==> config.mk <==
export PLATFORM = sky130hd
export DESIGN_NAME = scl_timebase
export DESIGN_NICKNAME = d
export VERILOG_FILES = /design/src/rtl/scl_pkg.sv /design/src/rtl/scl_cnt_regs.sv /design/src/rtl/scl_in_sync.sv /design/src/rtl/scl_phase_fsm.sv /design/src/rtl/scl_timebase.sv
export SDC_FILE = /design/constraint.sdc
export NUM_CORES = 1
export LEC_CHECK = 0
export BUFFER_PORTS_ARGS = -buffer_cell sky130_fd_sc_hd__buf_2
export CELL_PAD_IN_SITES_DETAIL_PLACEMENT = 1
export CELL_PAD_IN_SITES_GLOBAL_PLACEMENT = 2
export CORE_MARGIN = 2
export CORE_UTILIZATION = 39
export DETAILED_ROUTE_END_ITERATION = 6
export GPL_ROUTABILITY_DRIVEN = 0
export PLACE_DENSITY_LB_ADDON = 0.1
export SYNTH_ARGS = -nofsm -noshare
export SYNTH_HDL_FRONTEND = slang
export SYNTH_SLANG_ARGS = --single-unit
==> constraint.sdc <==
create_clock -name clk -period 5.8 [get_ports clk]
set_clock_uncertainty 0.15 [all_clocks]
set_input_delay 0.58 -clock clk [delete_from_list [all_inputs] [get_ports clk]]
set_output_delay 0.58 -clock clk [all_outputs]
set_load 0.02 [all_outputs]
==> src/rtl/scl_pkg.sv <==
package scl_pkg;

    // Phase of the SCL waveform generator
    typedef enum logic [2:0] {
        PH_IDLE = 3'd0,
        PH_HOLD = 3'd1,
        PH_LOW  = 3'd2,
        PH_WAIT = 3'd3,
        PH_HIGH = 3'd4
    } phase_e;

    // Count register select encoding
    typedef enum logic [1:0] {
        SEL_STD_HI  = 2'd0,
        SEL_STD_LO  = 2'd1,
        SEL_FAST_HI = 2'd2,
        SEL_FAST_LO = 2'd3
    } cfg_sel_e;

    // Fixed cycle overheads added to the programmed counts
    localparam int HI_OVERHEAD   = 8;
    localparam int LO_OVERHEAD   = 1;
    localparam int HOLD_OVERHEAD = 3;
    localparam int SYNC_STAGES   = 2;

    // Minimum effective counts
    localparam int MIN_HI = 6;
    localparam int MIN_LO = 8;

    // Cycles spent in the release-wait phase with no stretching:
    // the synchroniser stages plus the cycle that sees the line high.
    localparam int WAIT_CYCLES = SYNC_STAGES + 1;

    // Raise a count to its floor
    function automatic int unsigned clamp_floor(int unsigned v, int unsigned floor_v);
        return (v < floor_v) ? floor_v : v;
    endfunction

endpackage

==> src/rtl/scl_cnt_regs.sv <==
module scl_cnt_regs
    import scl_pkg::*;
#(
    parameter int CNT_W   = 16,
    parameter int DEF_SHI = 40,
    parameter int DEF_SLO = 47,
    parameter int DEF_FHI = 6,
    parameter int DEF_FLO = 13
) (
    input  logic             clk,
    input  logic             rst,
    input  logic             enable,
    input  logic             speed_fast,
    input  logic             cfg_we,
    input  logic [1:0]       cfg_sel,
    input  logic [CNT_W-1:0] cfg_data,
    output logic [CNT_W-1:0] eff_hi,
    output logic [CNT_W-1:0] eff_lo
);
    logic [CNT_W-1:0] std_hi, std_lo, fast_hi, fast_lo;
    logic [CNT_W-1:0] act_hi, act_lo;

    always_ff @(posedge clk) begin
        if (rst) begin
            std_hi  <= CNT_W'(DEF_SHI);
            std_lo  <= CNT_W'(DEF_SLO);
            fast_hi <= CNT_W'(DEF_FHI);
            fast_lo <= CNT_W'(DEF_FLO);
        end else if (cfg_we && !enable) begin
            case (cfg_sel_e'(cfg_sel))
                SEL_STD_HI:  std_hi  <= cfg_data;
                SEL_STD_LO:  std_lo  <= cfg_data;
                SEL_FAST_HI: fast_hi <= cfg_data;
                default:     fast_lo <= cfg_data;
            endcase
        end
    end

    always_comb begin
        act_hi = speed_fast ? fast_hi : std_hi;
        act_lo = speed_fast ? fast_lo : std_lo;
        eff_hi = CNT_W'(clamp_floor(32'(act_hi), MIN_HI));
        eff_lo = CNT_W'(clamp_floor(32'(act_lo), MIN_LO));
    end

    // stored counts never move while the generator runs
    assert_cfg_frozen_R6: assert property (@(posedge clk) disable iff (rst)
        enable |=> $stable({std_hi, std_lo, fast_hi, fast_lo}));

endmodule

==> src/rtl/scl_in_sync.sv <==
module scl_in_sync #(
    parameter int STAGES = 2
) (
    input  logic clk,
    input  logic rst,
    input  logic line_in,
    output logic line_hi
);
    logic [STAGES-1:0] chain;

    always_ff @(posedge clk) begin
        if (rst) chain <= '0;
        else     chain <= {chain[STAGES-2:0], line_in};
    end

    assign line_hi = chain[STAGES-1];
endmodule

==> src/rtl/scl_phase_fsm.sv <==
module scl_phase_fsm
    import scl_pkg::*;
#(
    parameter int CNT_W = 16
) (
    input  logic             clk,
    input  logic             rst,
    input  logic             enable,
    input  logic [CNT_W-1:0] eff_hi,
    input  logic [CNT_W-1:0] eff_lo,
    input  logic             line_hi,
    output logic             scl_oe,
    output logic             drive_pt,
    output logic             sample_pt
);
    localparam int CW = CNT_W + 1;
    localparam int HIGH_TAIL = HI_OVERHEAD - WAIT_CYCLES - 1;

    phase_e        state;
    logic [CW-1:0] cnt;
    logic [CW-1:0] hold_lim, low_lim, high_lim;

    always_comb begin
        hold_lim = CW'(eff_hi) + CW'(HOLD_OVERHEAD - 1);
        low_lim  = CW'(eff_lo) + CW'(LO_OVERHEAD - 1);
        high_lim = CW'(eff_hi) + CW'(HIGH_TAIL);
    end

    always_ff @(posedge clk) begin
        if (rst || !enable) begin
            state <= PH_IDLE;
            cnt   <= '0;
        end else begin
            case (state)
                PH_IDLE: begin
                    state <= PH_HOLD;
                    cnt   <= '0;
                end
                PH_HOLD: begin
                    if (cnt == hold_lim) begin
                        state <= PH_LOW;
                        cnt   <= '0;
                    end else cnt <= cnt + 1'b1;
                end
                PH_LOW: begin
                    if (cnt == low_lim) begin
                        state <= PH_WAIT;
                        cnt   <= '0;
                    end else cnt <= cnt + 1'b1;
                end
                PH_WAIT: begin
                    if (line_hi) begin
                        state <= PH_HIGH;
                        cnt   <= '0;
                    end
                end
                PH_HIGH: begin
                    if (cnt == high_lim) begin
                        state <= PH_LOW;
                        cnt   <= '0;
                    end else cnt <= cnt + 1'b1;
                end
                default: begin
                    state <= PH_IDLE;
                    cnt   <= '0;
                end
            endcase
        end
    end

    assign scl_oe    = (state == PH_LOW);
    assign drive_pt  = (state == PH_LOW)  && (cnt == '0);
    assign sample_pt = (state == PH_HIGH) && (cnt == '0);

    // low counter stays within its limit and steps by one
    assert_low_bound_R2: assert property (@(posedge clk) disable iff (rst)
        state == PH_LOW |-> cnt <= low_lim);
    assert_low_step_R2: assert property (@(posedge clk) disable iff (rst)
        (state == PH_LOW && cnt < low_lim && enable) |=> (state == PH_LOW && cnt == $past(cnt) + 1'b1));
    // high counter stays within its limit
    assert_high_bound_R3: assert property (@(posedge clk) disable iff (rst)
        state == PH_HIGH |-> cnt <= high_lim);
    // start-hold stays put until its limit
    assert_hold_stay_R4: assert property (@(posedge clk) disable iff (rst)
        (state == PH_HOLD && cnt != hold_lim && enable) |=> state == PH_HOLD);
    // high count never starts while the synchronised line reads low
    assert_wait_sync_R8: assert property (@(posedge clk) disable iff (rst)
        (state == PH_WAIT && !line_hi) |=> state != PH_HIGH);
    // drive strobe only on entry into a low phase
    assert_drive_entry_R9: assert property (@(posedge clk) disable iff (rst)
        drive_pt |-> $past(state) != PH_LOW);
    // disabling returns to idle with a cleared counter
    assert_disable_idle_R10: assert property (@(posedge clk) disable iff (rst)
        !enable |=> (state == PH_IDLE && cnt == '0));

endmodule

==> src/rtl/scl_timebase.sv <==
module scl_timebase
    import scl_pkg::*;
#(
    parameter int CNT_W   = 16,
    parameter int DEF_SHI = 40,
    parameter int DEF_SLO = 47,
    parameter int DEF_FHI = 6,
    parameter int DEF_FLO = 13
) (
    input  logic             clk,
    input  logic             rst,
    input  logic             enable,
    input  logic             speed_fast,
    input  logic             cfg_we,
    input  logic [1:0]       cfg_sel,
    input  logic [CNT_W-1:0] cfg_data,
    input  logic             scl_in,
    output logic             scl_oe,
    output logic             drive_pt,
    output logic             sample_pt
);
    logic [CNT_W-1:0] eff_hi, eff_lo;
    logic             line_hi;

    scl_cnt_regs #(
        .CNT_W(CNT_W), .DEF_SHI(DEF_SHI), .DEF_SLO(DEF_SLO),
        .DEF_FHI(DEF_FHI), .DEF_FLO(DEF_FLO)
    ) u_regs (
        .clk(clk), .rst(rst), .enable(enable), .speed_fast(speed_fast),
        .cfg_we(cfg_we), .cfg_sel(cfg_sel), .cfg_data(cfg_data),
        .eff_hi(eff_hi), .eff_lo(eff_lo)
    );

    scl_in_sync #(.STAGES(SYNC_STAGES)) u_sync (
        .clk(clk), .rst(rst), .line_in(scl_in), .line_hi(line_hi)
    );

    scl_phase_fsm #(.CNT_W(CNT_W)) u_fsm (
        .clk(clk), .rst(rst), .enable(enable),
        .eff_hi(eff_hi), .eff_lo(eff_lo), .line_hi(line_hi),
        .scl_oe(scl_oe), .drive_pt(drive_pt), .sample_pt(sample_pt)
    );

    // nothing is driven while disabled
    assert_quiet_off_R1: assert property (@(posedge clk) disable iff (rst)
        !enable |=> (!scl_oe && !drive_pt && !sample_pt));

endmodule

==> results.toml, run 1 <==
[outcome]
status = "completed"

[clock_network]
cts_root_buf = "clkbuf_16"
htree_num_levels = 3
cts_resized = 0
ctsHoldBuffers = 0
clockBufferDepth = 2
clock_sinks = 86
cts_tree = "built"
clk_latency_ps = 350
numCtsBuffers = 9
post_cts_buffers = 0
clk_pin_slew_worst_paths_ps = 70

[power]
power_leakage_nw = 2.128
irDropWorstVdd_mv = 0.1456
p_per_area_mw_per_mm2 = 239.9

[cells_and_area]
drive_gt1_share_pct = 9.078
area_growth_pct = 9.059
layout.cells.non_filler = 881
post-route-util_pct = 43.57
antenna_cells = 0
final_nets = 728

[timing]
fin_crit_ps = 4734
tns_ps = 0
rsz0062_at_grt = "no"
setup_ws_ps = 1066
fmax_mhz = 211.2
finalCritPeriodShare_pct = 81.62
setup_viol = 0
maxSlewViolCount = 0
slew_headroom_pct = 25.45
worst_slew_pin_slew_ps = 1114
finalHoldViolCount = 0

[setup_path]
slowest_delay_ps = 560
worstSetupPathType = "primary input to flip-flop"
cp_common_cell = "nand4_1"
worst-path-max-fanout = 40
crit_path_top_delay_cell = "a222oi_1"
reg2reg_from = "u_regs.std_hi[4]"
cp.required_ps = 5850
r2r_end = "u_fsm.cnt[11]"
cp_cell_sequence = "buf_2 > mux2_2 > nand2_1 > o211a_1 > or2_2 > ha_1 > nand4_1 > a222oi_1 > nand3_1 > xnor2_1 > nor4_1 > nand4_1 > a31o_2 > nand2b_4 > a21oi_1 > a211oi_1"
endpoint_kind = "flip-flop"
critPathLaunchType = "primary input"
cp.arrival_ps = 4780
reg2reg_slack_ps = 1500
rr_worst_depth = 15

[synthesis]
ys_seq_area_share_pct = 32.54
syn_area_mm2 = 0.005290
synthFlopType = "dfxtp_1"
synth_edf_count = 0
yosys_warnings = 0
ys_seq_elements = 86
synthesis.nets = 735
synthArstFlopShare_pct = 0
postSynthAreaPerCell_um2 = 7.482
synthCells = 707
ys_types = 56

[placed_design]
place_ws_ps = 784.4
portBuffers = 26
dpl.hpwl_mm = 13.17
place_inst = 865

[global_route]
antenna_found_initial = 0
grt_max_degree = 69
grt_pass1_wl_mm = 27.74
grt_overflow = 0
grt_usage_pct = 24.88
first_global_vias = 5015

[detailed_routing]
vias_per_cell = 5.764
drtAntennaViolNets = 0
wirelength_mm = 17.76
avgRoutedWirePerCell_um = 20.16
drtIter0Drc = 319
vias = 5078
drc = 0
dr.pass1.iters = 6

[floorplan]
io_pins = 27
fp.dieArea_mm2 = 0.01451
die_y_um = 120.5
core_area_mm2 = 0.01324
placementRows = 42
die_x_um = 120.5
initial_core_util_pct = 39.95

[hold_path]
hold_class = "flip-flop to flip-flop"
hold_end = "u_regs.fast_lo[1]"
hold_start = "u_regs.fast_lo[1]"
holdPathStages = 2

[job]
max_cap_violations = 0
[where the power goes]
part / switching [mW] / internal [mW]
sequential: 0.0142 / 0.603
clock: 0.260 / 0.349
combinational: 0.0978 / 0.0601
[synthesized netlist by cell type (10+ instances only)]
library cell / number / area share, %
xnor2_1: 32 / 5.3
o21ai_0: 17 / 1.6
and3_1: 14 / 1.7
nor2_1: 32 / 2.3
dfxtp_1: 86 / 33
nor3_1: 22 / 2.1
nand3b_1: 24 / 3.4
xor2_1: 13 / 2.2
nand3_1: 27 / 2.6
nor4_1: 16 / 1.9
clkbuf_1: 39 / 2.8
nand2_1: 164 / 12
mux2i_1: 26 / 4.9
nand4_1: 10 / 1.2
a21oi_1: 69 / 6.5
[final cells by class]
class	count	area [um^2]
inverter	7	26.28
clock inverter	6	68.82
timing repair buffer	30	160.2
sequential	86	1722
tap	176	220.2
clock buffer	10	239.0
fill	1675	7473
multi-input combinational	566	3333
[state kept, by name, summed over array words and instances (netlist names)]
register,count
u_regs.fast_hi,16
u_fsm.cnt,17
u_sync.chain,2
u_fsm.state,3
u_regs.std_lo,16
u_regs.std_hi,16
u_regs.fast_lo,16
[cells in the final DEF (no fill, tap or decap), types with 14 or more instances in the layout]
cell type / count
nand2_1: 164
dfxtp_1: 86
a21oi_1: 69
nor2_1: 32
xnor2_1: 32
nand3_1: 27
mux2i_1: 26
buf_2: 26
nand3b_1: 24
nor3_1: 21
o21ai_0: 17
nor4_1: 16
and3_1: 14
[worst max-delay path: cells and delay by family]
kind | cells | cell delay (ps)
AND/OR/NAND/NOR | 7 | 1260
buffers and inverters | 1 | 550
multiplexers | 1 | 480
adder cells (fa/ha/maj) | 1 | 300
XOR/XNOR | 1 | 170
AO/OA/AOI/OAI | 5 | 1400
[metal layers]
metal	wire length [um]	track usage, %	part of all wire, %
met5	0	0	0
met4	374	8.067	2.1
met3	738	3.396	4.2
met2	8237	40.50	46
met1	8409	34.01	47
[kinds of logic (layout without fill, tap and decap cells)]
logic type	count (synthesis)	in the layout	synth area share (%)
buffers and inverters	55	53	4.541
xor gates and xnor gates	45	45	7.450
DFF	86	86	32.54
and+or+nand+nor	349	349	32.62
muxes	35	35	6.835
adders and majority gates	4	4	0.9461
AOI/OAI and AO/OA	133	133	15.07
[worst max path at each step]
stage               start  cells past startpoint       endpoint  slack (ps)
2_1_floorplan  speed_fast                     17   u_fsm.cnt[1]        1730
3_3_place_gp   speed_fast                     16  u_fsm.cnt[11]         990
3_5_place_dp   speed_fast                     16  u_fsm.cnt[11]         780
4_1_cts        speed_fast                     16  u_fsm.cnt[11]        1120
5_1_grt        speed_fast                     16  u_fsm.cnt[11]         710
6_report       speed_fast                     16  u_fsm.cnt[11]        1070
[per-stage QoR]
| stage | power, mW | cell area [um^2] | hold WS (ps) |
|---|---|---|---|
| 2_1_floorplan | 0.7381 | 5290 | 263.8 |
| 3_3_place_gp | 0.7844 | 5461 | 269.8 |
| 3_5_place_dp | 0.7877 | 5461 | 294.6 |
| 4_1_cts | 1.393 | 5769 | 306.8 |
| 5_1_grt | 1.433 | 5769 | 327.1 |
| 6_report | 1.384 | 5769 | 302.6 |
(Power assumes the default switching activity.)
==> run 2: changes to the inputs <==
- CORE_UTILIZATION: 39 -> 33
- clock period: 5.8 -> 3.8 ns (I/O delays scaled with it)
==> results.toml, run 2 (synthesis gave the netlist of run 1 again) <==
[outcome]
status = "finished, violations left"
failed_checks = "negative setup slack"

[power]
irDropWorstVdd_mv = 0.2570
design_power_total_mw = 2.241
seq_power_share_pct = 41.7
power_leakage_nw = 2.435
comb_power_share_pct = 13.9
p_per_area_mw_per_mm2 = 349.1
switchingPower_mw = 0.5904
p_sw_share_pct = 26.34
intPower_mw = 1.651
pwr-share-clk_pct = 44.3

[clock_network]
clk_latency_ps = 350
cts_tree = "built"
cts_root_buf = "clkbuf_16"
htree_num_levels = 3
clk_pin_slew_worst_paths_ps = 70
clockBufferDepth = 2
clock_sinks = 86
ctsHoldBuffers = 0
numCtsBuffers = 9

[detailed_routing]
drtIter0Drc = 284
drc = 0
drtAntennaViolNets = 0
vias = 5235
dr.pass1.iters = 5
wirelength_mm = 19.38
avgRoutedWirePerCell_um = 19.86
vias_per_cell = 5.364

[setup_path]
worst-path-max-fanout = 7
critPathLaunchType = "flip-flop"
cp.arrival_ps = 3920
worstSetupPathType = "flip-flop to flip-flop"
cp.required_ps = 3860
endpoint_kind = "flip-flop"

[timing]
slew_headroom_pct = 23.62
finalHoldViolCount = 0
maxSlewViolCount = 0
worst_slew_pin_slew_ps = 1139
setup_ws_ps = -58.59
fin_crit_ps = 3859
finalCritPeriodShare_pct = 101.5
fmax_mhz = 259.2
holdWs_ps = 111.4
rsz0062_at_grt = "yes"
setup_viol = 11

[global_route]
grt_pass1_wl_mm = 29.84
grt_usage_pct = 23.44
grt_max_degree = 67
grt_overflow = 0
first_global_vias = 5195
antenna_found_initial = 0

[placed_design]
portBuffers = 26
dpl.hpwl_mm = 14.65
place_ws_ps = -195.2
place_inst = 955

[cells_and_area]
layout.cells.non_filler = 976
antenna_cells = 0
largest_register_ffs = 17
final_nets = 783
fillCellCount = 1976
drive_gt1_share_pct = 18.95
layout_common_cells = "nand2_1, dfxtp_1, a21oi_1, buf_4, xnor2_1"
top_register = "u_fsm.cnt"
layout_commonest_cell = "nand2_1"
area_growth_pct = 21.36

[floorplan]
die_x_um = 130.6
die_y_um = 130.6
io_pins = 27
core_area_mm2 = 0.01577
initial_core_util_pct = 33.54
placementRows = 46
fp.dieArea_mm2 = 0.01706

[job]
max_cap_violations = 0

[hold_path]
hold_class = "primary input to flip-flop"
## run 2: cell count changes in the layout (fill, tap and decap cells not counted), moves of 4 or more
| cell | delta |
|---|---|
| buf_4 | +53 |
| nand3_1 | -4 |
| a211oi_1 | -4 |
| a211oi_2 | +4 |
## run 2: layout make-up
| type | instances | area, um^2 | area share (%) |
|---|---|---|---|
| Clock buffer | 10 | 239.0 | 3.722 |
| Clock inverter | 6 | 92.59 | 1.442 |
| Multi-Input combinational cell | 567 | 3500 | 54.51 |
| Inverter | 7 | 26.28 | 0.4093 |
| Tap cell | 216 | 270.3 | 4.210 |
| Timing Repair Buffer | 84 | 569.3 | 8.868 |
| Sequential cell | 86 | 1723 | 26.84 |
## run 2: worst max-delay path, cell delays in order (launching register included)
cell	delay (ps)
dfxtp_2	340
nor4_4	250
buf_4	140
and4_1	210
o211a_1	220
or2_4	150
ha_4	140
nand4b_1	110
a222oi_1	400
nand3_1	180
xnor2_1	170
nor4_1	320
nand4_1	190
a31o_2	310
buf_4	180
a211oi_1	180
nor3_1	70
## run 2: timing repair
item / CTS / global route
setup endpoints to repair: 13 / 19
setup buffers: 0 / 5
hold endpoints to repair: 0 / 0
pin swaps: 3 / 19
cloned: 0 / 1
gates resized for setup: 3 / 29
## run 2: path summary, 6_finish.rpt
path | from | endpoint | slack, ps | depth (start not counted)
min reg2reg | u_sync.chain[0] | u_sync.chain[1] | 290 | 1
max reg2reg | u_regs.fast_hi[5] | u_fsm.cnt[9] | -60 | 16
max | u_regs.fast_hi[5] | u_fsm.cnt[9] | -60 | 16
min | scl_in | u_sync.chain[0] | 110 | 2
## run 2: routing by layer
layer	share of wire, %	global-route usage (%)	wire, um
met1	48	32.08	9263
met2	47	38.94	9199
met3	2.5	2.606	485
met4	2.2	7.134	433
met5	0	0	0
## run 2: power by group through the flow
stage	clock, mW	sequential, mW	combinational [mW]
after floorplan	0	0.952	0.175
final	0.993	0.935	0.312
after global routing	1.06	0.937	0.342
after CTS	1.01	0.935	0.288
after global placement	0	0.954	0.278
after detailed placement	0	0.955	0.286
## run 2: per-stage QoR
stage                     setup TNS [ps]  util [%]  instance area, um^2
after floorplan                        0         -                 5296
after global placement            -76.19     37.37                 5893
after detailed placement           -1892     37.37                 5893
final                             -262.1     40.71                 6420
after global routing               -4411     40.71                 6420
after CTS                         -2.055     39.57                 6241
==> run 3: changes to the inputs <==
- CORE_MARGIN: 2 -> unset
- CTS_BUF_LIST: unset -> sky130_fd_sc_hd__clkbuf_16
==> results.toml, run 3 (synthesis gave the netlist of run 1 again) <==
[outcome]
status = "finished, violations left"
failed_checks = "negative setup slack"

[timing]
holdWs_ps = 98.02
fmax_mhz = 261.2
fin_crit_ps = 3828
finalHoldViolCount = 0
tns_ps = -28.04
setup_viol = 1
slew_headroom_pct = 24.97
setup_ws_ps = -28.04
rsz0062_at_grt = "yes"
maxSlewViolCount = 0
worst_slew_pin_slew_ps = 1119
finalCritPeriodShare_pct = 100.7

[placed_design]
place_ws_ps = -425.7
dpl.hpwl_mm = 14.53
place_inst = 952
portBuffers = 26

[global_route]
grt_overflow = 0
grt_usage_pct = 24.51
first_global_vias = 5273
antenna_found_initial = 1
grt_pass1_wl_mm = 30.37
grt_max_degree = 67

[cells_and_area]
area_growth_pct = 22.71
antenna_cells = 0
layout.cells.non_filler = 976
fillCellCount = 1925
layout_commonest_cell = "nand2_1"
final_nets = 788
top_register = "u_fsm.cnt"
layout_common_cells = "nand2_1, dfxtp_1, a21oi_1, buf_4, xnor2_1"
multi_input_area_mm2 = 0.003565
register_area_mm2 = 0.001723
drive_gt1_share_pct = 21.05
largest_register_ffs = 17

[setup_path]
r2r_end = "u_fsm.cnt[6]"
cp.required_ps = 3850
worstSetupPathType = "flip-flop to flip-flop"
rr_worst_depth = 19
critPathLaunchType = "flip-flop"
endpoint_kind = "flip-flop"
cp.arrival_ps = 3880
reg2reg_from = "u_regs.std_hi[3]"
reg2reg_slack_ps = -30
worst-path-max-fanout = 6

[clock_network]
cts_root_buf = "clkbuf_16"
cts_tree = "built"
clockBufferDepth = 2
clk_pin_slew_worst_paths_ps = 70
clk_latency_ps = 350
htree_num_levels = 3
numCtsBuffers = 9
clock_sinks = 86

[floorplan]
placementRows = 45
core_area_mm2 = 0.01543
die_x_um = 128.6
die_y_um = 128.6
io_pins = 27
initial_core_util_pct = 34.29
fp.dieArea_mm2 = 0.01654

[detailed_routing]
drc = 0
avgRoutedWirePerCell_um = 19.87
drtIter0Drc = 263
vias_per_cell = 5.425
dr.pass1.iters = 4
drtAntennaViolNets = 0
vias = 5295
wirelength_mm = 19.39

[hold_path]
hold_end = "u_sync.chain[0]"
hold_start = "scl_in"
holdPathStages = 2
hold_class = "primary input to flip-flop"

[power]
p_per_area_mw_per_mm2 = 335.5
power_leakage_nw = 2.460
irDropWorstVdd_mv = 0.2360

[job]
max_cap_violations = 0
run 3: cell types whose count changed in the layout (fill, tap and decap cells not counted), sizes merged:
| cell | change |
|---|---|
| bufinv | -1 |
| buf | +5 |
| clkbuf | -1 |
| inv | +2 |
run 3: how the worst max path moves through the flow:
| stage | to | slack (ps) | startpoint | cells after the start |
|---|---|---|---|---|
| after floorplan | u_fsm.cnt[1] | 40 | speed_fast | 18 |
| after global placement | u_fsm.cnt[11] | -50 | speed_fast | 16 |
| after detailed placement | u_fsm.cnt[5] | -430 | speed_fast | 18 |
| after CTS | u_fsm.cnt[6] | 20 | u_regs.fast_hi[5] | 17 |
| after global routing | u_fsm.cnt[5] | -240 | u_regs.std_hi[10] | 17 |
| final | u_fsm.cnt[6] | -30 | u_regs.std_hi[3] | 19 |
run 3: layer usage:
layer | up-vias | part of all wire, % | track usage [%]
met5 | - | 0 | 0
met4 | 0 | 3.2 | 9.066
met3 | 27 | 3.1 | 3.534
met2 | 70 | 46 | 39.62
met1 | 2616 | 48 | 33.08
li1 | 2582 | - | -
run 3: metrics by stage:
step	cell area, um^2	total power [mW]	util [%]
floorplan	5296	1.127	-
global placement	5902	1.232	38.26
detailed placement	5902	1.240	38.26
CTS	6291	2.184	40.78
global route	6491	2.274	42.08
finish	6491	2.178	42.08
run 3: where the power goes:
group	total (mW)	switching [mW]	leakage, nW	internal [mW]
registers	0.935	0.0153	0.697	0.920
clock network	0.928	0.414	0.145	0.514
logic	0.315	0.182	1.62	0.134
total	2.18	0.610	2.46	1.57
run 3: what timing repair did:
| item | 4_1_cts | 5_1_grt |
|---|---|---|
| resized for setup | 12 | 36 |
| setup endpoints to repair | 19 | 20 |
| buffers inserted | 1 | 6 |
| cloned | 1 | 0 |
| hold buffers | 0 | 0 |
| pin swaps | 5 | 27 |
run 3: cell type report:
cell class              instances  share of cell area [%]
flip-flops and latches         86                   26.54
clock inverters                 7                   1.137
well taps                     211                   4.067
multi-input cells             567                   54.92
repair buffers                 89                   9.464
clock buffers                   9                   3.470
inverters                       7                  0.4048
run 3: worst max-delay path, cell delays in order (launching register included):
cell and delay [ps]:
dfxtp_1 320, nor4_2 340, and4_4 300, o211a_4 180, or2_4 130, ha_4 140, nand4b_1 130, buf_4 160
buf_4 120, nand2_2 120, nand3_1 100, a2bb2oi_1 200, nor4b_2 350, nand4_1 180, buf_4 180, buf_6 120
nand3_4 120, a21oi_4 70, nor3_2 180, o22ai_2 90
